===== config.mk =====
export PLATFORM = sky130hd
export DESIGN_NAME = smb_target
export DESIGN_NICKNAME = d
export VERILOG_FILES = /design/src/rtl/smb_pkg.sv /design/src/rtl/smb_line_filter.sv /design/src/rtl/smb_ctrl.sv /design/src/rtl/smb_dp.sv /design/src/rtl/smb_target.sv
export SDC_FILE = /design/constraint.sdc
export NUM_CORES = 1
export LEC_CHECK = 0
export BUFFER_PORTS_ARGS = -buffer_cell sky130_fd_sc_hd__buf_2
export CAP_MARGIN = 15
export CORE_MARGIN = 8
export CORE_UTILIZATION = 60
export DETAILED_ROUTE_END_ITERATION = 8
export PLACE_DENSITY = 0.77
export SLEW_MARGIN = 20
export SYNTH_ARGS = -nofsm -noshare
export SYNTH_HDL_FRONTEND = slang
export SYNTH_SLANG_ARGS = --single-unit

===== constraint.sdc =====
create_clock -name clk -period 3.1 [get_ports clk]
set_clock_uncertainty 0.2 [all_clocks]
set_input_delay 0.31 -clock clk [delete_from_list [all_inputs] [get_ports clk]]
set_output_delay 0.31 -clock clk [all_outputs]
set_load 0.01 [all_outputs]

===== src/rtl/smb_pkg.sv =====
package smb_pkg;
  localparam int BYTE_W = 8;

  typedef enum logic [3:0] {
    ST_IDLE, ST_RX_ADDR, ST_RX_CMD, ST_RX_DATA,
    ST_ACK_ADDR, ST_ACK_CMD, ST_ACK_DATA,
    ST_TX, ST_HOST_ACK, ST_WAIT
  } busState_t;

  typedef struct packed {
    logic shiftIn;   // sample SDA into the shifter
    logic shiftOut;  // advance the transmit shifter
    logic loadReg;   // load register read data for sending
    logic loadAra;   // load own address for alert response
    logic setPtr;    // latch received byte as command pointer
    logic doWrite;   // issue write for received data byte
  } dpCtl_t;
endpackage


===== src/rtl/smb_line_filter.sv =====
module smb_line_filter #(
  parameter int FILT = 3
) (
  input  logic clk,
  input  logic rstN,
  input  logic rawIn,
  output logic lvl,
  output logic rise,
  output logic fall
);
  localparam int CNT_W = $clog2(FILT + 1);

  logic s0, s1;
  logic [CNT_W-1:0] stableCnt;

  always_ff @(posedge clk or negedge rstN) begin
    if (!rstN) begin
      s0 <= 1'b1;
      s1 <= 1'b1;
      lvl <= 1'b1;
      rise <= 1'b0;
      fall <= 1'b0;
      stableCnt <= '0;
    end else begin
      s0 <= rawIn;
      s1 <= s0;
      rise <= 1'b0;
      fall <= 1'b0;
      if (s1 == lvl) begin
        stableCnt <= '0;
      end else if (stableCnt == CNT_W'(FILT - 1)) begin
        lvl <= s1;
        rise <= s1;
        fall <= !s1;
        stableCnt <= '0;
      end else begin
        stableCnt <= stableCnt + 1'b1;
      end
    end
  end
endmodule


===== src/rtl/smb_ctrl.sv =====
module smb_ctrl
  import smb_pkg::*;
#(
  parameter logic [6:0] OWN_ADDR = 7'h4C,
  parameter logic [6:0] ARA_ADDR = 7'h0C,
  parameter int TIMEOUT = 8750000
) (
  input  logic clk,
  input  logic rstN,
  input  logic sclLvl,
  input  logic sclRise,
  input  logic sclFall,
  input  logic sdaLvl,
  input  logic sdaRise,
  input  logic sdaFall,
  input  logic [BYTE_W-1:0] rxByte,
  input  logic txBit,
  input  logic alertActive,
  input  logic alertCfg,
  output dpCtl_t ctl,
  output logic sdaOe,
  output logic araDone,
  output logic timedOut
);
  localparam int TMR_W = $clog2(TIMEOUT + 1);

  busState_t state, nxt;
  logic [3:0] bitCnt, cntNxt;
  logic araMode, araNxt, rdMode, rdNxt, hostAck, ackNxt, doneNxt;
  logic [TMR_W-1:0] sclLowCnt, sdaLowCnt;
  logic startDet, stopDet;

  assign startDet = sdaFall && sclLvl;
  assign stopDet  = sdaRise && sclLvl;
  assign timedOut = (sclLowCnt == TMR_W'(TIMEOUT)) || (sdaLowCnt == TMR_W'(TIMEOUT));

  always_comb begin
    ctl = '0;
    nxt = state;
    cntNxt = bitCnt;
    araNxt = araMode;
    rdNxt = rdMode;
    ackNxt = hostAck;
    doneNxt = 1'b0;
    if (timedOut) begin
      nxt = ST_IDLE;
    end else if (startDet) begin
      nxt = ST_RX_ADDR;
      cntNxt = '0;
      araNxt = 1'b0;
    end else if (stopDet) begin
      nxt = ST_IDLE;
    end else begin
      case (state)
        ST_RX_ADDR, ST_RX_CMD, ST_RX_DATA: begin
          if (sclRise && bitCnt < 4'd8) begin
            ctl.shiftIn = 1'b1;
            cntNxt = bitCnt + 1'b1;
          end else if (sclFall && bitCnt == 4'd8) begin
            if (state == ST_RX_ADDR) begin
              if (rxByte[7:1] == OWN_ADDR) begin
                nxt = ST_ACK_ADDR;
                rdNxt = rxByte[0];
              end else if (rxByte == {ARA_ADDR, 1'b1} && alertActive && !alertCfg) begin
                nxt = ST_ACK_ADDR;
                araNxt = 1'b1;
              end else begin
                nxt = ST_WAIT;
              end
            end else if (state == ST_RX_CMD) begin
              nxt = ST_ACK_CMD;
              ctl.setPtr = 1'b1;
            end else begin
              nxt = ST_ACK_DATA;
              ctl.doWrite = 1'b1;
            end
          end
        end
        ST_ACK_ADDR: if (sclFall) begin
          cntNxt = '0;
          if (araMode) begin
            nxt = ST_TX;
            ctl.loadAra = 1'b1;
          end else if (rdMode) begin
            nxt = ST_TX;
            ctl.loadReg = 1'b1;
          end else begin
            nxt = ST_RX_CMD;
          end
        end
        ST_ACK_CMD: if (sclFall) begin
          nxt = ST_RX_DATA;
          cntNxt = '0;
        end
        ST_ACK_DATA: if (sclFall) nxt = ST_WAIT;
        ST_TX: begin
          if (sclRise && araMode && txBit && !sdaLvl) begin
            nxt = ST_WAIT;
          end else if (sclFall) begin
            if (bitCnt == 4'd7) begin
              nxt = ST_HOST_ACK;
              doneNxt = araMode;
            end else begin
              ctl.shiftOut = 1'b1;
              cntNxt = bitCnt + 1'b1;
            end
          end
        end
        ST_HOST_ACK: begin
          if (sclRise) ackNxt = !sdaLvl;
          if (sclFall) begin
            if (!araMode && hostAck) begin
              nxt = ST_TX;
              cntNxt = '0;
              ctl.loadReg = 1'b1;
            end else begin
              nxt = ST_WAIT;
            end
          end
        end
        default: ;
      endcase
    end
  end

  always_ff @(posedge clk or negedge rstN) begin
    if (!rstN) begin
      state <= ST_IDLE;
      bitCnt <= '0;
      araMode <= 1'b0;
      rdMode <= 1'b0;
      hostAck <= 1'b0;
      araDone <= 1'b0;
      sclLowCnt <= '0;
      sdaLowCnt <= '0;
    end else begin
      state <= nxt;
      bitCnt <= cntNxt;
      araMode <= araNxt;
      rdMode <= rdNxt;
      hostAck <= ackNxt;
      araDone <= doneNxt;
      if (sclLvl) sclLowCnt <= '0;
      else if (sclLowCnt != TMR_W'(TIMEOUT)) sclLowCnt <= sclLowCnt + 1'b1;
      if (sdaLvl) sdaLowCnt <= '0;
      else if (sdaLowCnt != TMR_W'(TIMEOUT)) sdaLowCnt <= sdaLowCnt + 1'b1;
    end
  end

  assign sdaOe = (state == ST_ACK_ADDR) || (state == ST_ACK_CMD) ||
                 (state == ST_ACK_DATA) || (state == ST_TX && !txBit);
endmodule


===== src/rtl/smb_dp.sv =====
module smb_dp
  import smb_pkg::*;
#(
  parameter logic [6:0] OWN_ADDR = 7'h4C,
  parameter logic [BYTE_W-1:0] STATUS_CMD = 8'h02,
  parameter logic [BYTE_W-1:0] ONESHOT_CMD = 8'h0F,
  parameter logic [BYTE_W-1:0] RO_LAST = 8'h08,
  parameter logic [BYTE_W-1:0] ALIAS_FIRST = 8'h09,
  parameter logic [BYTE_W-1:0] ALIAS_LAST = 8'h0E,
  parameter logic [BYTE_W-1:0] ALIAS_SHIFT = 8'h06
) (
  input  logic clk,
  input  logic rstN,
  input  dpCtl_t ctl,
  input  logic sdaLvl,
  input  logic [BYTE_W-1:0] regRdData,
  output logic [BYTE_W-1:0] rxByte,
  output logic txBit,
  output logic [BYTE_W-1:0] regRdAddr,
  output logic regWrEn,
  output logic [BYTE_W-1:0] regWrAddr,
  output logic [BYTE_W-1:0] regWrData,
  output logic oneShot,
  output logic statusRd
);
  logic [BYTE_W-1:0] shifter, cmdPtr;

  assign rxByte = shifter;
  assign txBit = shifter[BYTE_W-1];
  assign regRdAddr = cmdPtr;

  always_ff @(posedge clk or negedge rstN) begin
    if (!rstN) begin
      shifter <= '0;
      cmdPtr <= '0;
      regWrEn <= 1'b0;
      regWrAddr <= '0;
      regWrData <= '0;
      oneShot <= 1'b0;
      statusRd <= 1'b0;
    end else begin
      regWrEn <= 1'b0;
      oneShot <= 1'b0;
      statusRd <= 1'b0;
      if (ctl.shiftIn) shifter <= {shifter[BYTE_W-2:0], sdaLvl};
      if (ctl.shiftOut) shifter <= {shifter[BYTE_W-2:0], 1'b1};
      if (ctl.loadAra) shifter <= {OWN_ADDR, 1'b0};
      if (ctl.loadReg) begin
        shifter <= (cmdPtr == ONESHOT_CMD) ? '0 : regRdData;
        statusRd <= (cmdPtr == STATUS_CMD);
      end
      if (ctl.setPtr) cmdPtr <= shifter;
      if (ctl.doWrite) begin
        regWrData <= shifter;
        if (cmdPtr == ONESHOT_CMD) begin
          oneShot <= 1'b1;
        end else if (cmdPtr >= ALIAS_FIRST && cmdPtr <= ALIAS_LAST) begin
          regWrEn <= 1'b1;
          regWrAddr <= cmdPtr - ALIAS_SHIFT;
        end else if (cmdPtr > RO_LAST) begin
          regWrEn <= 1'b1;
          regWrAddr <= cmdPtr;
        end
      end
    end
  end
endmodule


===== src/rtl/smb_target.sv =====
module smb_target
  import smb_pkg::*;
#(
  parameter logic [6:0] OWN_ADDR = 7'h4C,
  parameter logic [6:0] ARA_ADDR = 7'h0C,
  parameter int TIMEOUT = 8750000,
  parameter int FILT = 3
) (
  input  logic clk,
  input  logic rstN,
  input  logic sclIn,
  input  logic sdaIn,
  output logic sdaOe,
  input  logic alertActive,
  input  logic alertCfg,
  output logic araDone,
  output logic [7:0] regRdAddr,
  input  logic [7:0] regRdData,
  output logic regWrEn,
  output logic [7:0] regWrAddr,
  output logic [7:0] regWrData,
  output logic oneShot,
  output logic statusRd
);
  localparam int N_LINES = 2;

  logic [N_LINES-1:0] rawLine, lineLvl, lineRise, lineFall;
  logic sclLvl, sdaLvl, timedOut, txBit;
  logic [BYTE_W-1:0] rxByte;
  dpCtl_t ctl;

  assign rawLine = {sdaIn, sclIn};

  for (genvar g = 0; g < N_LINES; g++) begin : g_line
    smb_line_filter #(.FILT(FILT)) u_filt (
      .clk(clk), .rstN(rstN), .rawIn(rawLine[g]),
      .lvl(lineLvl[g]), .rise(lineRise[g]), .fall(lineFall[g])
    );
  end

  assign sclLvl = lineLvl[0];
  assign sdaLvl = lineLvl[1];

  smb_ctrl #(.OWN_ADDR(OWN_ADDR), .ARA_ADDR(ARA_ADDR), .TIMEOUT(TIMEOUT)) u_ctrl (
    .clk(clk), .rstN(rstN),
    .sclLvl(sclLvl), .sclRise(lineRise[0]), .sclFall(lineFall[0]),
    .sdaLvl(sdaLvl), .sdaRise(lineRise[1]), .sdaFall(lineFall[1]),
    .rxByte(rxByte), .txBit(txBit),
    .alertActive(alertActive), .alertCfg(alertCfg),
    .ctl(ctl), .sdaOe(sdaOe), .araDone(araDone), .timedOut(timedOut)
  );

  smb_dp #(.OWN_ADDR(OWN_ADDR)) u_dp (
    .clk(clk), .rstN(rstN), .ctl(ctl), .sdaLvl(sdaLvl),
    .regRdData(regRdData), .rxByte(rxByte), .txBit(txBit),
    .regRdAddr(regRdAddr), .regWrEn(regWrEn), .regWrAddr(regWrAddr),
    .regWrData(regWrData), .oneShot(oneShot), .statusRd(statusRd)
  );
endmodule


==> results of run 1 <==
-- worst reg2reg max path: stages, from the launching register on --
cell and delay (ns):
dfstp_2 0.89, o21ai_1 0.33, and3_1 0.27, nand3_1 0.14, nand3b_1 0.40, mux2_2 0.39
-- metrics by stage --
step | util (%) | hold slack (ns)
floorplan | - | -0.186
global placement | 64.1 | 0.150
detailed placement | 64.1 | 0.148
CTS | 66.7 | 0.0309
global route | 66.7 | 0.0501
finish | 66.7 | 0.0440
-- cells in the final DEF, fill, tap and decap left out, types with 10 or more instances in the layout --
cell,n
a21oi_1,16
xnor2_1,18
buf_2,41
o21ai_1,11
nor2_1,74
xor2_1,25
clkbuf_8,10
inv_1,21
mux2_1,19
nand3_1,24
nand4_1,13
nand2_1,60
dfrtp_1,103
-- per-layer routing --
layer	wire length, µm	share of wire, %	GRT usage, %
met1	5430	46	24.9
met2	5700	48	32.7
met3	609	5.1	5.41
met4	119	1.0	4.83
met5	0	0	0
-- report_power, final --
part           leakage, nW  internal [mW]  switching (mW)
clock network        0.105          0.407           0.479
logic                 1.22          0.369           0.508
registers             1.44           1.60           0.321
-- cells by family after synthesis --
| family | Yosys count | share of synthesized area (%) |
|---|---|---|
| muxes | 28 | 5.72 |
| adders and majority gates | 7 | 1.60 |
| xor gates and xnor gates | 43 | 6.88 |
| DFF | 109 | 50.0 |
| buffers and inverters | 36 | 2.54 |
| and+or+nand+nor | 252 | 23.5 |
| AOI/OAI and AO/OA | 78 | 9.79 |
-- synth_stat cells, types with 10 or more instances --
master / instances
a21oi_1: 16
clkbuf_1: 10
dfrtp_1: 103
inv_1: 21
mux2_1: 19
nand2_1: 60
nand3_1: 24
nand4_1: 13
nor2_1: 74
o21ai_1: 11
xnor2_1: 18
xor2_1: 25
-- flip-flops by register name, summed over array words and instances (netlist names), 2 cells and up --
signal and flops:
g_line.u_filt.fall 2, g_line.u_filt.lvl 2, g_line.u_filt.rise 2, g_line.u_filt.s0 2, g_line.u_filt.s1 2, g_line.u_filt.stableCnt 4, u_ctrl.bitCnt 4, u_ctrl.sclLowCnt 24
u_ctrl.sdaLowCnt 24, u_ctrl.state 4, u_dp.regRdAddr 8, u_dp.regWrAddr 8, u_dp.regWrData 8, u_dp.rxByte 8
-- worst paths after layout --
check / cells past startpoint / slack (ns) / to
setup reg to reg: 5 / 0.38 / u_dp.regWrAddr[1]
max in group asynchronous: 3 / 1.68 / g_line[1].u_filt.s1
hold / removal: 3 / 0.04 / u_dp.rxByte[5]
hold reg to reg: 0 / 0.17 / g_line[0].u_filt.s1
min in group asynchronous: 2 / 0.30 / u_ctrl.sdaLowCnt[20]
setup / recovery: 5 / 0.38 / u_dp.regWrAddr[1]
-- cell type report --
| cell class | instances | area [µm²] |
|---|---|---|
| Clock inverter | 5 | 65.1 |
| Timing Repair Buffer | 50 | 293 |
| Multi-Input combinational cell | 408 | 2600 |
| Tap cell | 111 | 139 |
| Fill cell | 709 | 3010 |
| Clock buffer | 11 | 141 |
| Sequential cell | 109 | 2740 |
| Inverter | 21 | 78.8 |
==> metrics.cfg, run 1 <==
[synthesis]
yosys_register_bits=109
syn_area_per_cell_um2=9.90
synth_flop_cell=dfrtp_1
syn_inst=553
synth.area.top_cells=dfrtp_1 47%, nor2_1 5.1%, nand2_1 4.1%
synthDistinctLibCells=63
seq_area_frac_synth_pct=50.0
syn_nets=574
syn_area_um2=5470
async_flop_share_pct=100
synth_warnings=0
synth_edf_count=0
synth_area_leader_cell=dfrtp_1
synth_top_area_share_pct=47.1

[floorplanning]
start_util_pct=60.4
die_w_um=112
die_area_um2=12400
core.rowCount=35
io_pins=43
die_y_um=112
core_area_um2=9060

[cts]
cts_made_buffers=9
postCtsResizedCells=0
cts_root_buf=clkbuf_8
cts_sinks=109
clock_latency_ns=0.36
cts_hold_buffers=3
post_cts_buffers=0
clockBufferDepth=2
cts_tree=yes
clkTransAtPathRegs_ns=0.10
h-tree-depth=3

[layout]
final_layout_size_suffix_gt1_share_pct=13.9
fin_area_um2=6050
syn2layout_area_growth_pct=10.6
layout.nets=620
diodes=0
fin_cells=715

[placement]
dp_slack_ns=0.347
gp_routability_congestion=0.914
post-dp-hpwl_um=8560
port_buffers=42
dp_cells=696
dpl-instance-area_um2=5810

[timing]
setup_tns_ns=0
tightestPinTransition_ns=0.739
finalSetupViolations=0
rsz0062_at_grt=false
finalCriticalPeriod_ns=2.72
hold_violations=0
slew_headroom_pct=50.2
fmax_mhz=368
min_period_over_period_pct=87.8
finalMaxSlewViolations=0
setup_ws_ns=0.379

[critical_path]
crit_path_start_kind=flop
cp_max_fo=33
critPathKind=flop to flop
crit_family=flip-flops
rr_startpoint=g_line[0].u_filt.lvl
path_cells=o21ai_1 -> and3_1 -> nand3_1 -> nand3b_1 -> mux2_2
crit_arrival_ns=2.78
max_stage_delay_ns=0.89
crit_buf_inv=0
crit_path_end_kind=flop
crit_path_start=g_line[0].u_filt.lvl
slowest_stage=dfstp_2
cp_data_required_time_ns=3.15

[route]
drtIter0Drc=359
drt-wirelength-per-cell_um=16.6
vias_per_cell=5.99
wl_um=11900
postRouteAntennaNets=0
drt_first_pass_iters=5
via_count=4280
route.detailed.drc=0

[grt]
grt_overflow=0
grt_pass1_vias=4226
grt_max_degree=51
antenna_found_initial=0
grt_pass1_wl_um=20300
grt_usage_pct=19.7

[status]
outcome=completed

[power_and_ir_drop]
p_total_mw=3.69
cellLeakagePower_nw=2.77
power_density_nw_per_um2=610
vdd_drop_max_uv=528

[min_path]
holdCritPathClass=primary input to flop
min-delay-start=regRdData[5]

[run]
cap_violations=0

No activity file was read; power rests on OpenSTA's default activity.
==> inputs of run 2 (changes only) <==
- CORE_ASPECT_RATIO: unset -> 1.5
- SKIP_LAST_GASP: unset -> 1
==> run 2 against run 1 <==
  * Hold slack better by 0.023 ns
  * Final cell count stayed put
  * Utilization is 2.9 points higher
  * Non-clock buffer count is 1 higher
==> metrics.cfg, run 2 (same netlist as run 1, synthesis figures left out) <==
[critical_path]
cp_data_required_time_ns=3.12  ; -0.03 ns
crit_path_end_kind=flop
slowest_stage=dfrtp_1
cp_max_fo=8  ; -76%
max_stage_delay_ns=0.43  ; -0.46 ns
crit_arrival_ns=2.65  ; -0.13 ns
path_cells=inv_1 -> ha_1 -> nor3b_1 -> and4_1 -> nand2_1 -> nand2_1 -> nor2_2 -> mux2_1
crit_path_start_kind=flop
critPathKind=flop to flop
cpMostUsedCell=nand2_1
crit_buf_inv=1  ; +1
crit_family=simple AND/OR/NAND/NOR gates

[timing]
finalMaxSlewViolations=0  ; unchanged
hold_ws_ns=0.0672  ; +0.0232 ns
setup_ws_ns=0.474  ; +0.0953 ns
setup_tns_ns=0  ; unchanged
min_period_over_period_pct=84.7  ; -3.1 points
fmax_mhz=381  ; +3.6%
hold_violations=0  ; unchanged
tightestPinTransition_ns=0.722  ; -0.0176 ns
slew_headroom_pct=51.9  ; +1.6 points
finalCriticalPeriod_ns=2.63  ; -0.0953 ns
finalSetupViolations=0  ; unchanged
rsz0062_at_grt=false

[cts]
cts_tree=yes
postCtsResizedCells=0  ; unchanged
cts_made_buffers=9  ; unchanged
cts_sinks=109  ; unchanged
clkTransAtPathRegs_ns=0.07  ; -0.03 ns
clock_latency_ns=0.35  ; about the same
cts_root_buf=clkbuf_16
h-tree-depth=3  ; unchanged
clockBufferDepth=2  ; unchanged

[power_and_ir_drop]
power_density_nw_per_um2=643  ; +5.5%
p_total_mw=3.95  ; +7.1%
cellLeakagePower_nw=2.80  ; +1.4%
vdd_drop_max_uv=510  ; -3.4%

[placement]
dp_slack_ns=0.500  ; +0.152 ns
post-dp-hpwl_um=8870  ; +3.6%
gp_routability_congestion=0.957  ; +4.7%
port_buffers=42  ; unchanged

[floorplanning]
core_area_um2=8830  ; -2.6%
die_w_um=94.0  ; -16%
io_pins=43  ; unchanged
core.rowCount=42  ; +20%
start_util_pct=62.0  ; +1.6 points
die_y_um=133  ; +19%
die_area_um2=12500  ; +0.51%

[grt]
grtUsageMet1_pct=24.0  ; -0.94 points
grt_max_degree=57  ; +12%
grt_usage_pct=20.4  ; +0.72 points
met2_usage_pct=34.1  ; +1.4 points
grt_overflow=0  ; unchanged
antenna_found_initial=0  ; unchanged
busiest_layer=met2
grt_pass1_vias=4361  ; +3.2%
grt.met3_usage_pct=4.87  ; -0.54 points
grt_pass1_wl_um=20700  ; +2.1%

[run]
cap_violations=0  ; unchanged

[min_path]
holdCritPathClass=primary input to flop

[layout]
mostFrequentLayoutCells=103 x dfrtp_1, 74 x nor2_1, 60 x nand2_1
final_common_cell=dfrtp_1
syn2layout_area_growth_pct=12.3
n_fill_cell=662  ; -6.6%
fin_util_pct=69.6  ; +2.9 points
final_layout_size_suffix_gt1_share_pct=13.7  ; -0.19 points
layout.nets=621  ; +0.16%
diodes=0  ; unchanged
reg_top3=u_ctrl.sclLowCnt (24), u_ctrl.sdaLowCnt (24)

[status]
outcome=completed

[route]
drtIter0Drc=175  ; -51%
route.detailed.drc=0  ; unchanged
drt_first_pass_iters=4  ; -1
wl_um=12300  ; +4.2%
via_count=4344  ; +1.5%
vias_per_cell=6.08  ; +1.5%
drt-wirelength-per-cell_um=17.3  ; +4.2%
postRouteAntennaNets=0  ; unchanged

[run 2: changes by cell type in the layout (fill, tap and decap cells not counted), sizes merged]
cell and change:
inv -3, buf +1, clkbuf +2, clkinvlp +1
[run 2: power by group]
group / switching [mW] / total [mW] / internal [mW]
clock: 0.494 / 1.15 / 0.651
sequential: 0.330 / 1.94 / 1.61
combinational: 0.500 / 0.870 / 0.370
[run 2: through the flow]
stage,std cells,instance area [µm²]
floorplan,553,5470
global placement,696,5820
detailed placement,696,5820
CTS,715,6150
global route,715,6150
finish,715,6150
[run 2: area by class of cell]
cell class	count	area, µm²	area share, %
clock buffers	13	250	4.07
inverters	21	78.8	1.28
clock inverters	3	46.3	0.753
multi-input cells	408	2600	42.3
repair buffers	51	300	4.88
flip-flops and latches	109	2740	44.5
well taps	110	138	2.24
[run 2: path summary, 6_finish.rpt]
| path | start | endpoint | slack [ns] | depth (start not counted) |
|---|---|---|---|---|
| hold reg to reg | g_line[1].u_filt.s0 | g_line[1].u_filt.s1 | 0.16 | 0 |
| setup reg to reg | u_ctrl.sclLowCnt[0] | u_dp.regWrData[6] | 0.47 | 8 |
| min in group asynchronous | rstN | u_ctrl.sdaLowCnt[18] | 0.36 | 2 |
| hold / removal | regRdData[6] | u_dp.rxByte[6] | 0.07 | 3 |
| setup / recovery | u_ctrl.sclLowCnt[0] | u_dp.regWrData[6] | 0.47 | 8 |
| max in group asynchronous | rstN | g_line[0].u_filt.lvl | 1.55 | 3 |
[run 2: what timing repair did]
action                    CTS  global route
hold buffers                3             0
hold endpoints to repair   57             0
setup buffers               0             0
[run 2: worst reg2reg max path, cell delays in order (launching register included)]
cell	delay [ns]
dfrtp_1	0.43
inv_1	0.07
ha_1	0.19
nor3b_1	0.13
and4_1	0.27
nand2_1	0.19
nand2_1	0.26
nor2_2	0.41
mux2_1	0.38
[run 2: per-layer routing]
layer	wire length, µm	vias to the layer above
met1	5100	2155
met2	6250	118
met5	0	-
li1	-	2045
met4	299	0
met3	698	26
==> inputs of run 3 (changes only) <==
- ABC_AREA: unset -> 1
- CORE_UTILIZATION: 60 -> 55
- PLACE_DENSITY: 0.77 -> 0.73
- clock period: 3.1 -> 2.4 ns (I/O delays scaled with it)
==> run 3 against run 2 <==
  * First-iteration DRC count is 120% higher
  * Clock-buffer cell count is 3 lower
  * Sequential share of layout area is 5.6 points lower
  * Utilization is 8.1 points lower
  * Largest power group unchanged
  * Final cell count is 45% higher
  * Final area is 14% higher
  * Global-route usage is 0.16 points lower
  * Power is 36% higher
  * Hold slack better by 0.0091 ns
  * Via count is 30% higher
  * Clock power is 23% higher
==> metrics.cfg, run 3 <==
[status]
outcome=completed

[synthesis]
synth.area.top_cells=dfrtp_1 41%, nand2_1 10%, nor2_1 6.7%
synthMuxAreaShare_pct=0  ; -5.7 points
async_flop_share_pct=100  ; unchanged
yosys.area_share.adder_pct=1.38  ; -0.22 points
synth_top_family_by_area=simple AND/OR/NAND/NOR gates
yosysMostFrequentCell=nand2_1
synth_edf_count=0  ; unchanged
synth_area_leader_cell=dfrtp_1
synth_warnings=0  ; unchanged
synth_xor_area_share_pct=1.24  ; -5.6 points
synth_top_area_share_pct=40.6  ; -6.5 points
synthSimpleGateAreaFrac_pct=35.4  ; +12 points
syn_area_um2=6340  ; +16%
syn_nets=852  ; +48%
syn_inst=831  ; +50%
seq_area_frac_synth_pct=43.1  ; -6.9 points
synth_top_cells_by_count=176 x nand2_1, 113 x nor2_1, 103 x dfrtp_1
synthDistinctLibCells=45  ; -29%
synth_flop_cell=dfrtp_1
syn_area_per_cell_um2=7.64  ; -23%
synth_compound_area_share_pct=10.2  ; +0.37 points
yosys_register_bits=109  ; unchanged

[timing]
tightestPinTransition_ns=0.637  ; -0.0848 ns
rsz0062_at_grt=false
fmax_mhz=486  ; +28%
finalSetupViolations=0  ; unchanged
finalMaxSlewViolations=0  ; unchanged
min_period_over_period_pct=85.8  ; +1.1 points
hold_violations=0  ; unchanged
slew_headroom_pct=57.5  ; +5.6 points
setup_tns_ns=0  ; unchanged
finalCriticalPeriod_ns=2.06  ; -0.567 ns

[route]
met3_length_um=613  ; -12%
vias_per_cell=5.46  ; -10%
route.detailed.drc=0  ; unchanged
wl_met1_um=6040  ; +19%
drtIter0Drc=383  ; +120%
highest_layer=met4
postRouteAntennaNets=0  ; unchanged
via_count=5663  ; +30%
wl_um=15200  ; +23%
drt_first_pass_iters=5  ; +1
wl_met2_um=7960  ; +27%
drt-wirelength-per-cell_um=14.6  ; -15%

[floorplanning]
die_y_um=148  ; +11%
io_pins=43  ; unchanged
die_w_um=104  ; +10%
die_area_um2=15300  ; +22%
core_area_um2=11400  ; +29%
core.rowCount=48  ; +14%
start_util_pct=55.6  ; -6.4 points

[layout]
final_layout_size_suffix_gt1_share_pct=17.1  ; +3.4 points
diodes=0  ; unchanged
fin_cells=1037  ; +45%
syn2layout_area_growth_pct=10.7
fin_util_pct=61.6  ; -8.1 points
layout.nets=903  ; +45%
final_common_cell=nand2_1
reg_top3=u_ctrl.sclLowCnt (24), u_ctrl.sdaLowCnt (24)
mostFrequentLayoutCells=176 x nand2_1, 113 x nor2_1, 103 x dfrtp_1

[cts]
clockBufferDepth=2  ; unchanged
cts_sinks=109  ; unchanged
cts_made_buffers=9  ; unchanged
clkTransAtPathRegs_ns=0.08  ; about the same
h-tree-depth=3  ; unchanged
cts_root_buf=clkbuf_16
clock_latency_ns=0.35  ; about the same
cts_tree=yes
postCtsResizedCells=0  ; unchanged

[power_and_ir_drop]
cellLeakagePower_nw=3.48  ; +24%
vdd_drop_max_uv=424  ; -17%
power_density_nw_per_um2=762  ; +19%
p_total_mw=5.36  ; +36%

[grt]
grt_usage_pct=20.3  ; -0.16 points
antenna_found_initial=0  ; unchanged
grt_overflow=0  ; unchanged
grt_pass1_vias=5650  ; +30%
grt_max_degree=40  ; -30%
grt_pass1_wl_um=25900  ; +25%

[critical_path]
crit_path_end_kind=flop
critPathKind=flop to flop
r2r_slack_ns=0.34  ; -0.13 ns
crit_path_start_kind=flop
crit_arrival_ns=2.14  ; -0.51 ns
cp_max_fo=17  ; +9
cp_data_required_time_ns=2.48  ; -0.64 ns

[run]
cap_violations=0  ; unchanged

[placement]
post-dp-hpwl_um=11600  ; +30%
port_buffers=42  ; unchanged
dp_cells=1018  ; +46%
gp_routability_congestion=0.997  ; +4.2%

[min_path]
holdCritPathClass=primary input to flop

[run 3: metal layers]
layer,vias up,GRT usage (%)
met5,-,0
met4,0,10.5
met3,45,3.31
met2,167,37.3
met1,2668,21.8
li1,2783,-
[run 3: cell families (layout without fill, tap and decap cells)]
logic type / count (synthesis) / count (layout)
compound gates: 108 / 108
xor+xnor: 9 / 9
fa+ha+maj: 7 / 7
buf+inv: 129 / 185
flops: 109 / 109
simple gates: 469 / 469
[run 3: final timing paths]
check                               startpoint                  end  cells after the start
setup / recovery             u_dp.regRdAddr[4]    u_dp.regWrAddr[4]                      7
hold / removal                    regRdData[1]       u_dp.rxByte[1]                      7
setup reg to reg             u_dp.regRdAddr[4]    u_dp.regWrAddr[4]                      7
hold reg to reg            g_line[0].u_filt.s0  g_line[0].u_filt.s1                      0
max in group asynchronous                 rstN    u_dp.regRdAddr[0]                      3
min in group asynchronous                 rstN      u_ctrl.state[3]                      2
[run 3: power by group]
group	switching [mW]	internal, mW	total (mW)
logic	1.11	0.528	1.64
registers	0.230	2.07	2.30
clock network	0.703	0.715	1.42
[run 3: repair_timing]
| action | 4_1_cts | 5_1_grt |
|---|---|---|
| setup buffers | 0 | 0 |
| hold endpoints to repair | 35 | 0 |
| hold buffers | 3 | 0 |
[run 3: critical path, stage by stage, from the launching register on]
cell     delay (ns)
dfrtp_1        0.40
inv_1          0.14
nand4_1        0.27
nor2_2         0.42
nor2_1         0.19
nand2_8        0.19
nand2_1        0.09
o21ai_2        0.06
[run 3: metrics by stage]
step / instance area (µm²) / worst slack [ns] / hold slack [ns]
detailed placement: 6720 / 0.323 / 0.0469
CTS: 7020 / 0.294 / 0.0759
global placement: 6720 / 0.395 / 0.0429
global route: 7020 / 0.156 / 0.113
finish: 7020 / 0.341 / 0.0763
floorplan: 6340 / 0.575 / -0.256
[run 3: area by class of cell]
| class | count | area (µm²) |
|---|---|---|
| Tap cell | 150 | 188 |
| Inverter | 117 | 444 |
| Timing Repair Buffer | 52 | 320 |
| Sequential cell | 109 | 2740 |
| Fill cell | 1021 | 4390 |
| Clock buffer | 10 | 229 |
| Clock inverter | 6 | 48.8 |
| Multi-Input combinational cell | 593 | 3060 |
